File: src/rtl/tws_pkg.sv
package tws_pkg;

    localparam logic [6:0] TWS_DEV_ADDR    = 7'b0111110;
    localparam int         TWS_REG_COUNT   = 32;
    localparam int         TWS_RW_BASE     = 20;
    localparam int         TWS_RW_COUNT    = 10;
    localparam int         TWS_SYNC_STAGES = 2;

    typedef enum logic [3:0] {
        ST_IDLE,
        ST_DEV,
        ST_DEV_ACK,
        ST_REG,
        ST_REG_ACK,
        ST_WR,
        ST_WR_ACK,
        ST_RD,
        ST_RD_ACK,
        ST_WAIT
    } tws_state_e;

    typedef struct packed {
        logic scl;
        logic sda;
        logic scl_rise;
        logic scl_fall;
        logic start;
        logic stop;
    } line_ev_t;

    typedef struct packed {
        logic       en;
        logic [7:0] addr;
        logic [7:0] data;
    } wr_req_t;

    function automatic logic [7:0] id_byte(input logic [7:0] idx);
        logic [7:0] v;
        case (idx)
            8'd0:    v = 8'h05;
            8'd1:    v = 8'h13;
            8'd2:    v = 8'h28;
            8'd3:    v = 8'h67;
            8'd4:    v = 8'h00;
            8'd5:    v = 8'h08;
            8'd6:    v = 8'h87;
            default: v = 8'h00;
        endcase
        return v;
    endfunction

endpackage

File: src/rtl/tws_linesync.sv
module tws_linesync
    import tws_pkg::*;
#(
    parameter int SYNC_STAGES = TWS_SYNC_STAGES
) (
    input  logic     clk,
    input  logic     rst,
    input  logic     scl_i,
    input  logic     sda_i,
    output line_ev_t ev
);
    logic [SYNC_STAGES-1:0] scl_sh;
    logic [SYNC_STAGES-1:0] sda_sh;
    logic                   scl_prev;
    logic                   sda_prev;

    generate
        if (SYNC_STAGES == 1) begin : g_one
            always_ff @(posedge clk) begin
                if (rst) begin
                    scl_sh <= '1;
                    sda_sh <= '1;
                end else begin
                    scl_sh <= scl_i;
                    sda_sh <= sda_i;
                end
            end
        end else begin : g_many
            always_ff @(posedge clk) begin
                if (rst) begin
                    scl_sh <= '1;
                    sda_sh <= '1;
                end else begin
                    scl_sh <= {scl_sh[SYNC_STAGES-2:0], scl_i};
                    sda_sh <= {sda_sh[SYNC_STAGES-2:0], sda_i};
                end
            end
        end
    endgenerate

    always_ff @(posedge clk) begin
        if (rst) begin
            scl_prev <= 1'b1;
            sda_prev <= 1'b1;
        end else begin
            scl_prev <= scl_sh[SYNC_STAGES-1];
            sda_prev <= sda_sh[SYNC_STAGES-1];
        end
    end

    always_comb begin
        ev.scl      = scl_sh[SYNC_STAGES-1];
        ev.sda      = sda_sh[SYNC_STAGES-1];
        ev.scl_rise = ev.scl && !scl_prev;
        ev.scl_fall = !ev.scl && scl_prev;
        ev.start    = ev.scl && scl_prev && sda_prev && !ev.sda;
        ev.stop     = ev.scl && scl_prev && !sda_prev && ev.sda;
    end

endmodule

File: src/rtl/tws_regfile.sv
module tws_regfile
    import tws_pkg::*;
#(
    parameter int REG_COUNT = TWS_REG_COUNT,
    parameter int RW_BASE   = TWS_RW_BASE,
    parameter int RW_COUNT  = TWS_RW_COUNT
) (
    input  logic                  clk,
    input  logic                  rst,
    input  wr_req_t               wr,
    input  logic [7:0]            rd_addr,
    output logic [7:0]            rd_data,
    output logic [RW_COUNT*8-1:0] ctrl_flat
);
    generate
        for (genvar g = 0; g < RW_COUNT; g++) begin : g_rw
            logic [7:0] q;
            always_ff @(posedge clk) begin
                if (rst)
                    q <= '0;
                else if (wr.en && wr.addr == 8'(RW_BASE + g))
                    q <= wr.data;
            end
            assign ctrl_flat[g*8 +: 8] = q;
        end
    endgenerate

    always_comb begin
        rd_data = '0;
        if (rd_addr < 8'(REG_COUNT))
            rd_data = id_byte(rd_addr);
        for (int i = 0; i < RW_COUNT; i++) begin
            if (rd_addr == 8'(RW_BASE + i))
                rd_data = ctrl_flat[i*8 +: 8];
        end
    end

endmodule

File: src/rtl/tws_fsm.sv
module tws_fsm
    import tws_pkg::*;
#(
    parameter logic [6:0] DEV_ADDR = TWS_DEV_ADDR
) (
    input  logic       clk,
    input  logic       rst,
    input  line_ev_t   ev,
    input  logic [7:0] rd_data,
    output logic [7:0] ptr,
    output wr_req_t    wr,
    output logic       sda_oe
);
    tws_state_e state;
    logic [2:0] cnt;
    logic [7:0] shreg;
    logic [7:0] shift_nxt;
    logic       ack_ph;
    logic       rw;
    logic       lock;

    assign shift_nxt = {shreg[6:0], ev.sda};

    always_ff @(posedge clk) begin
        if (rst) begin
            state  <= ST_IDLE;
            cnt    <= '0;
            shreg  <= '0;
            ack_ph <= 1'b0;
            rw     <= 1'b0;
            lock   <= 1'b0;
            ptr    <= '0;
            wr     <= '0;
            sda_oe <= 1'b0;
        end else begin
            wr.en <= 1'b0;
            if (ev.stop) begin
                state  <= ST_IDLE;
                sda_oe <= 1'b0;
                ack_ph <= 1'b0;
            end else if (ev.start) begin
                state  <= ST_DEV;
                cnt    <= '0;
                sda_oe <= 1'b0;
                ack_ph <= 1'b0;
            end else begin
                case (state)
                    ST_DEV: if (ev.scl_rise) begin
                        shreg <= shift_nxt;
                        cnt   <= cnt + 3'd1;
                        if (cnt == 3'd7) begin
                            if (shift_nxt[7:1] == DEV_ADDR && !(shift_nxt[0] && lock)) begin
                                state <= ST_DEV_ACK;
                                rw    <= shift_nxt[0];
                                if (!shift_nxt[0])
                                    lock <= 1'b0;
                            end else begin
                                state <= ST_IDLE;
                            end
                        end
                    end
                    ST_DEV_ACK: if (ev.scl_fall) begin
                        if (!ack_ph) begin
                            ack_ph <= 1'b1;
                            sda_oe <= 1'b1;
                        end else begin
                            ack_ph <= 1'b0;
                            cnt    <= '0;
                            if (rw) begin
                                shreg  <= rd_data;
                                sda_oe <= ~rd_data[7];
                                state  <= ST_RD;
                            end else begin
                                sda_oe <= 1'b0;
                                state  <= ST_REG;
                            end
                        end
                    end
                    ST_REG: if (ev.scl_rise) begin
                        shreg <= shift_nxt;
                        cnt   <= cnt + 3'd1;
                        if (cnt == 3'd7) begin
                            ptr   <= shift_nxt;
                            state <= ST_REG_ACK;
                        end
                    end
                    ST_REG_ACK: if (ev.scl_fall) begin
                        if (!ack_ph) begin
                            ack_ph <= 1'b1;
                            sda_oe <= 1'b1;
                        end else begin
                            ack_ph <= 1'b0;
                            sda_oe <= 1'b0;
                            cnt    <= '0;
                            state  <= ST_WR;
                        end
                    end
                    ST_WR: if (ev.scl_rise) begin
                        shreg <= shift_nxt;
                        cnt   <= cnt + 3'd1;
                        if (cnt == 3'd7) begin
                            wr.en   <= 1'b1;
                            wr.addr <= ptr;
                            wr.data <= shift_nxt;
                            state   <= ST_WR_ACK;
                        end
                    end
                    ST_WR_ACK: if (ev.scl_fall) begin
                        if (!ack_ph) begin
                            ack_ph <= 1'b1;
                            sda_oe <= 1'b1;
                        end else begin
                            ack_ph <= 1'b0;
                            sda_oe <= 1'b0;
                            state  <= ST_WAIT;
                        end
                    end
                    ST_RD: if (ev.scl_fall) begin
                        if (cnt == 3'd7) begin
                            sda_oe <= 1'b0;
                            state  <= ST_RD_ACK;
                        end else begin
                            shreg  <= {shreg[6:0], 1'b0};
                            sda_oe <= ~shreg[6];
                            cnt    <= cnt + 3'd1;
                        end
                    end
                    ST_RD_ACK: if (ev.scl_rise) begin
                        lock  <= 1'b1;
                        state <= ST_WAIT;
                    end
                    default: ;
                endcase
            end
        end
    end

endmodule

File: src/rtl/tws_regbank.sv
module tws_regbank
    import tws_pkg::*;
#(
    parameter logic [6:0] DEV_ADDR    = TWS_DEV_ADDR,
    parameter int         REG_COUNT   = TWS_REG_COUNT,
    parameter int         RW_BASE     = TWS_RW_BASE,
    parameter int         RW_COUNT    = TWS_RW_COUNT,
    parameter int         SYNC_STAGES = TWS_SYNC_STAGES
) (
    input  logic                  clk,
    input  logic                  rst,
    input  logic                  scl_i,
    input  logic                  sda_i,
    output logic                  sda_oe,
    output logic [RW_COUNT*8-1:0] ctrl_regs,
    output logic [1:0]            setup_hold_sel,
    output logic                  stagger_n
);
    localparam int TIMING_SLOT = RW_COUNT - 1;

    line_ev_t   line_ev;
    wr_req_t    wr_req;
    logic [7:0] ptr;
    logic [7:0] rd_data;

    tws_linesync #(.SYNC_STAGES(SYNC_STAGES)) sync_i (
        .clk   (clk),
        .rst   (rst),
        .scl_i (scl_i),
        .sda_i (sda_i),
        .ev    (line_ev)
    );

    tws_fsm #(.DEV_ADDR(DEV_ADDR)) fsm_i (
        .clk     (clk),
        .rst     (rst),
        .ev      (line_ev),
        .rd_data (rd_data),
        .ptr     (ptr),
        .wr      (wr_req),
        .sda_oe  (sda_oe)
    );

    tws_regfile #(
        .REG_COUNT (REG_COUNT),
        .RW_BASE   (RW_BASE),
        .RW_COUNT  (RW_COUNT)
    ) regs_i (
        .clk       (clk),
        .rst       (rst),
        .wr        (wr_req),
        .rd_addr   (ptr),
        .rd_data   (rd_data),
        .ctrl_flat (ctrl_regs)
    );

    assign setup_hold_sel = ctrl_regs[TIMING_SLOT*8+1 +: 2];
    assign stagger_n      = ctrl_regs[TIMING_SLOT*8];

endmodule

File: config.mk
export PLATFORM = sky130hd
export DESIGN_NAME = tws_regbank
export DESIGN_NICKNAME = d
export VERILOG_FILES = /design/src/rtl/tws_pkg.sv /design/src/rtl/tws_linesync.sv /design/src/rtl/tws_regfile.sv /design/src/rtl/tws_fsm.sv /design/src/rtl/tws_regbank.sv
export SDC_FILE = /design/constraint.sdc
export NUM_CORES = 1
export LEC_CHECK = 0
export BUFFER_PORTS_ARGS = -buffer_cell sky130_fd_sc_hd__clkbuf_2
export CAP_MARGIN = 20
export CORE_MARGIN = 1.5
export CORE_UTILIZATION = 57
export CTS_CLUSTER_SIZE = 10
export DETAILED_ROUTE_END_ITERATION = 10
export HOLD_SLACK_MARGIN = 0.1
export PLACE_DENSITY = 0.76
export REMOVE_ABC_BUFFERS = 1
export SLEW_MARGIN = 20
export SYNTH_ARGS = -nofsm -noshare
export SYNTH_HDL_FRONTEND = slang
export SYNTH_HIERARCHICAL = 1
export SYNTH_SLANG_ARGS = --single-unit
export TNS_END_PERCENT = 5
File: constraint.sdc
create_clock -name clk -period 3.1 [get_ports clk]
set_input_delay 0.155 -clock clk [delete_from_list [all_inputs] [get_ports clk]]
set_output_delay 0.155 -clock clk [all_outputs]
set_load 0.1 [all_outputs]
; ---- Yosys cells after proc, flatten, opt, wreduce, memory -nomap -nowiden
; Index checks and enable logic that the tools add are counted.
[word_totals]
ff_bits = 129
inputBits = 4
out_inout_bits = 84
[classes]
add_sub_neg = 1
n_lt_le_gt_ge = 1
eq_ne = 75
muxes = 60
bitwise = 6
reduce_logical = 48
[ops]
columns = cell, n
row1 = "8-bit by 5-bit equality test with 1-bit output, second input constant", 20
row2 = 8-bit two-way mux, 11
row3 = 4-bit two-way mux, 15
row4 = "3-bit by 1-bit != test with 1-bit output, second input constant", 18
row5 = 8-bit case mux with 6 select lines, 1
row6 = 7-bit two-way mux, 6
row7 = "2-bit by 1-bit != test with 1-bit output, second input constant", 19
row8 = 4-bit case mux with 8 select lines, 1
row9 = 16-bit AND reduction, 2
row10 = 3-bit two-way mux, 7
row11 = 7-bit case mux with 3 select lines, 1
row12 = 1-bit logical AND, 19
row13 = 17-bit two-way mux, 1
row14 = "4-bit by 3-bit equality test with 1-bit output, second input constant", 4
row15 = "8-bit by 2-bit equality test with 1-bit output, second input constant", 2
row16 = "8-bit by 3-bit equality test with 1-bit output, second input constant", 2
row17 = 1-bit two-way mux, 13
row18 = 5-bit AND reduction, 2
row19 = 3-bit case mux with 3 select lines, 1
row20 = 9-bit AND reduction, 1
row21 = 9-bit nonzero test, 1
row22 = 3-bit OR reduction, 3
row23 = "4-bit by 2-bit equality test with 1-bit output, second input constant", 2
row24 = "8-bit by 1-bit equality test with 1-bit output, second input constant", 1
row25 = other kinds (25), 38

; ---- Longest topological paths before layout
[depth]
depth_word = 18
mapped_depth = 12

; ---- Hierarchy
; The synthesis kept the hierarchy.
[by_module_without_submodules]
columns = module, instances, cells_each, area_each_um2, seq_area_each_um2
row1 = tws_regfile, 1, 442, 4132.7, 1601.5
row2 = tws_fsm, 1, 220, 2015.7, 860.8
row3 = tws_linesync, 1, 18, 205.2, 120.1
row4 = tws_regbank, 1, 3, 22.5, 0.0

; ---- Worst setup path before layout
; No wires, ideal clock.
[synth_path]
path_type = flip-flop to flip-flop
startpoint = register regs_i.g_rw[3].q[0]
endpoint = register fsm_i.shreg[0]
setup_time_ps = 133
t_arrival_ps = 2318
t_required_ps = 2967
path_slack_ps = 648
stages_incl_launch_ff = 7
n_path_buf = 0
synth_period_minus_slack_ps = 2452
cell_sequence = dfxtp_1 -> mux4_2 -> and3_1 -> or4_1 -> a22o_1 -> a22oi_1 -> a211oi_1
[synth_via]
elab_chain_len = 11
[synth_rtl]
columns = element, line_no
row1 = "start, declared", tws_regfile.sv:17  ; logic [7:0] q;
row2 = "start signal, assigned", tws_regfile.sv:22  ; q <= wr.data;
row3 = 8-bit two-way mux (7 in a row), tws_regfile.sv:33  ; if (rd_addr == 8'(RW_BASE + i))
row4 = named net rd_data[0], tws_regbank.sv:24  ; logic [7:0] rd_data;
row5 = 7-bit two-way mux, tws_fsm.sv:69  ; if (rw) begin
row6 = 7-bit two-way mux, tws_fsm.sv:63  ; if (!ack_ph) begin
row7 = 7-bit two-way mux, tws_fsm.sv:62  ; ST_DEV_ACK: if (ev.scl_fall) begin
row8 = 7-bit case mux with 3 select lines, tws_fsm.sv:47  ; case (state)
row9 = "end signal, assigned", tws_fsm.sv:49  ; shreg <= shift_nxt;
row10 = "end signal, assigned", tws_fsm.sv:70  ; shreg <= rd_data;
row11 = "end signal, assigned", tws_fsm.sv:80  ; shreg <= shift_nxt;
row12 = "end, declared", tws_fsm.sv:16  ; logic [7:0] shreg;
; The timed path passes the listed nets, and every way through them passes these cells. The select of a mux whose other input is x is not followed.
; A chain may end at the register's enable or synchronous reset.

; ---- Final worst setup path
[layout_path]
startpoint = register fsm_i.ptr[4]
endpoint = register fsm_i.shreg[2]
[layout_via]
elab_chain_len = 17
elab_cells_between_ends = 33
[layout_rtl]
columns = element, line_no
row1 = "start, declared", tws_fsm.sv:10  ; output logic [7:0] ptr,
row2 = "start signal, assigned", tws_fsm.sv:83  ; ptr <= shift_nxt;
row3 = "parallel branches: the longest is 12 deep, another holds 8-bit by 6-bit less-than comparator with 1-bit output", -
row4 = 8-bit two-way mux (*), tws_regfile.sv:33
row5 = named net rd_data[2], tws_regbank.sv:24
row6 = 7-bit two-way mux (*), tws_fsm.sv:69
row7 = 7-bit two-way mux (*), tws_fsm.sv:63
row8 = 7-bit two-way mux (*), tws_fsm.sv:62
row9 = 7-bit case mux with 3 select lines (*), tws_fsm.sv:47
; Mark *: on every way through the listed nets, which the timed path passes. The select of a mux whose other input is x is not followed.

==> metrics <==
storage element area 2580 sq um; Post-Layout Cell Count 904; CP bufs+invs 0; fill count 836; CP Capture Type flip-flop; pwr/cell area 499 nW/um^2; num ports 88; commonest non-fill, non-tap cell in the layout dfxtp_1; WL final 17.8 mm; ANT nets after route 0; WP data required 3.54 ns; Tmin final 2.52 ns; slowest CP cell dfxtp_1; Final Cycle Share 81.2%; r2r endpoint fsm_i/shreg[2]; worst slack, placed 0.683 ns; # Post-CTS Setup Buffers 0; die height 109 um; Mapped Area 6370 sq um; diodes inserted 0; CP Max Fanout 16; clock buffer count from CTS 17; Final Max Slew Viols 0; Final Util 68.3%; Crit. Startpoint fsm_i/ptr[4]; initial antenna violation count 0; post-DP HPWL 12.2 mm; Combinational Power Share 2.4%; Tot Pwr 3.71 mW; PortBufs 87; Tot GR Track Use 31.0%; critical path type reg -> reg; first-pass GRT wire length 27.8 mm; core box area 10900 sq um; TritonRoute pass-1 iters 6; Synth Area per Inst 9.34 sq um; CTS Buffer Depth 2; synth-to-layout area growth 16.8%; Final Hold Fails 0; Fin Setup TNS 0 ns; Setup-failing EPs final 0; routed vias 5602; sw frac 22.2%; worst skew pair latency 0.53 ns; Area after DPL 6830 sq um; routability congestion estimate from global placement 1.03; largest stage delay on the critical path 0.63 ns; drt initial violations 484; clock root buffer master clkbuf_8; leak pwr 3.46 nW; final worst slack 0.583 ns; Psw 0.824 mW; worst reg2reg setup slack 0.58 ns; layout cells sized above 1 19.2%; Hold WS 0.341 ns; placed insts 869; YS warnings 6; Fmax 397 MHz; Setup Skew 0.00952 ns; routed length per instance 19.6 um; largest net degree at the start of global routing 64; Worst Reg2Reg Path Length in Cells 6; std cell rows 38; Reg power frac 45.3%; Worst path depth 6; Clock power frac 52.3%; Crit path arrival time 2.95 ns; Finished Cell Area 7440 sq um; Reg clk slew, reported paths 0.06 ns; RSZ-0062 raised after global routing no; Critical Path End fsm_i/shreg[2]; number of global-route vias before repair 5185; crit path launch type flip-flop; Worst VDD drop 0.000537 V; Starting Density 58.5%; Slew headroom 42.8%; clock sink count 129; Resize count post-CTS 0; CTS Hold Buffers Added 3; Worst Max-Slew Pin Slew 0.857 ns; P_int 2.89 mW; multi-input logic area 3510 sq um; Die ar. 11800 sq um; CTS tree yes; Layout Nets 757; cell count after synthesis 682; gr ovfl total 0; Worst path top cell family by delay compound AO/OA/AOI/OAI gates; run status finished clean; most frequent cells in the layout dfxtp_1 (128), mux2i_1 (121), nor2_1 (89); CTS H-tree lvls 4; Worst Hold Class in -> reg; Max-Cap Viols 0; Vias/cell 6.20; die width 109 um; crit path cell chain or4b_4, o2bb2a_1, a2111oi_0, a211o_1, mux2i_1, a211oi_1; DRC 0; R2R Path Start fsm_i/ptr[4]
## worst reg2reg max path: cells and delay by family (launching register included)
kind	cells	cell delay [ns]
multiplexers	1	0.07
flip-flops	1	0.63
AND/OR/NAND/NOR	1	0.57
AO/OA/AOI/OAI	4	1.16
## per-layer routing
metal	share of wire [%]	vias up	track usage [%]	wire length [um]
li1	-	2570	-	-
met1	43	2712	40.1	7610
met2	47	282	49.0	8330
met3	8.5	38	9.80	1500
met4	1.8	0	10.3	311
met5	0	-	0	0
## area by class of cell
| class | instances | area share [%] |
|---|---|---|
| well taps | 140 | 2.35 |
| inverters | 10 | 0.505 |
| flip-flops and latches | 129 | 34.7 |
| clock inverters | 13 | 1.83 |
| multi-input cells | 491 | 47.1 |
| clock buffers | 19 | 5.94 |
| repair buffers | 102 | 7.50 |
## sequential cells by signal (all words and copies together), names as in the netlist
register	count
fsm_i/ack_ph	1
fsm_i/shreg	7
sync_i/sda_prev	1
fsm_i/wr	17
fsm_i/rw	1
fsm_i/cnt	3
fsm_i/ptr	8
sync_i/sda_sh	2
fsm_i/lock	1
regs_i/g_rw.q	80
fsm_i/state	4
sync_i/scl_prev	1
fsm_i/sda_oe	1
sync_i/scl_sh	2
## worst min path at each step
| stage | from | endpoint | slack (ns) | cells past startpoint |
|---|---|---|---|---|
| global route | sda_i | sync_i/sda_sh[0] | 0.35 | 3 |
| finish | sda_i | sync_i/sda_sh[0] | 0.34 | 3 |
| detailed placement | sda_i | sync_i/sda_sh[0] | 0.34 | 2 |
| CTS | sda_i | sync_i/sda_sh[0] | 0.33 | 3 |
| floorplan | rst | fsm_i/state[0] | 0.23 | 1 |
| global placement | scl_i | sync_i/scl_sh[0] | 0.33 | 2 |
## power by group through the flow
stage	Sequential [mW]	Clock [mW]	Combinational, mW
after floorplan	1.71	0	0.0465
after global placement	1.72	0	0.0811
after detailed placement	1.72	0	0.0837
after CTS	1.68	1.95	0.0869
after global routing	1.68	2.02	0.0954
final	1.68	1.94	0.0879
Power figures use the tool's default switching activity.
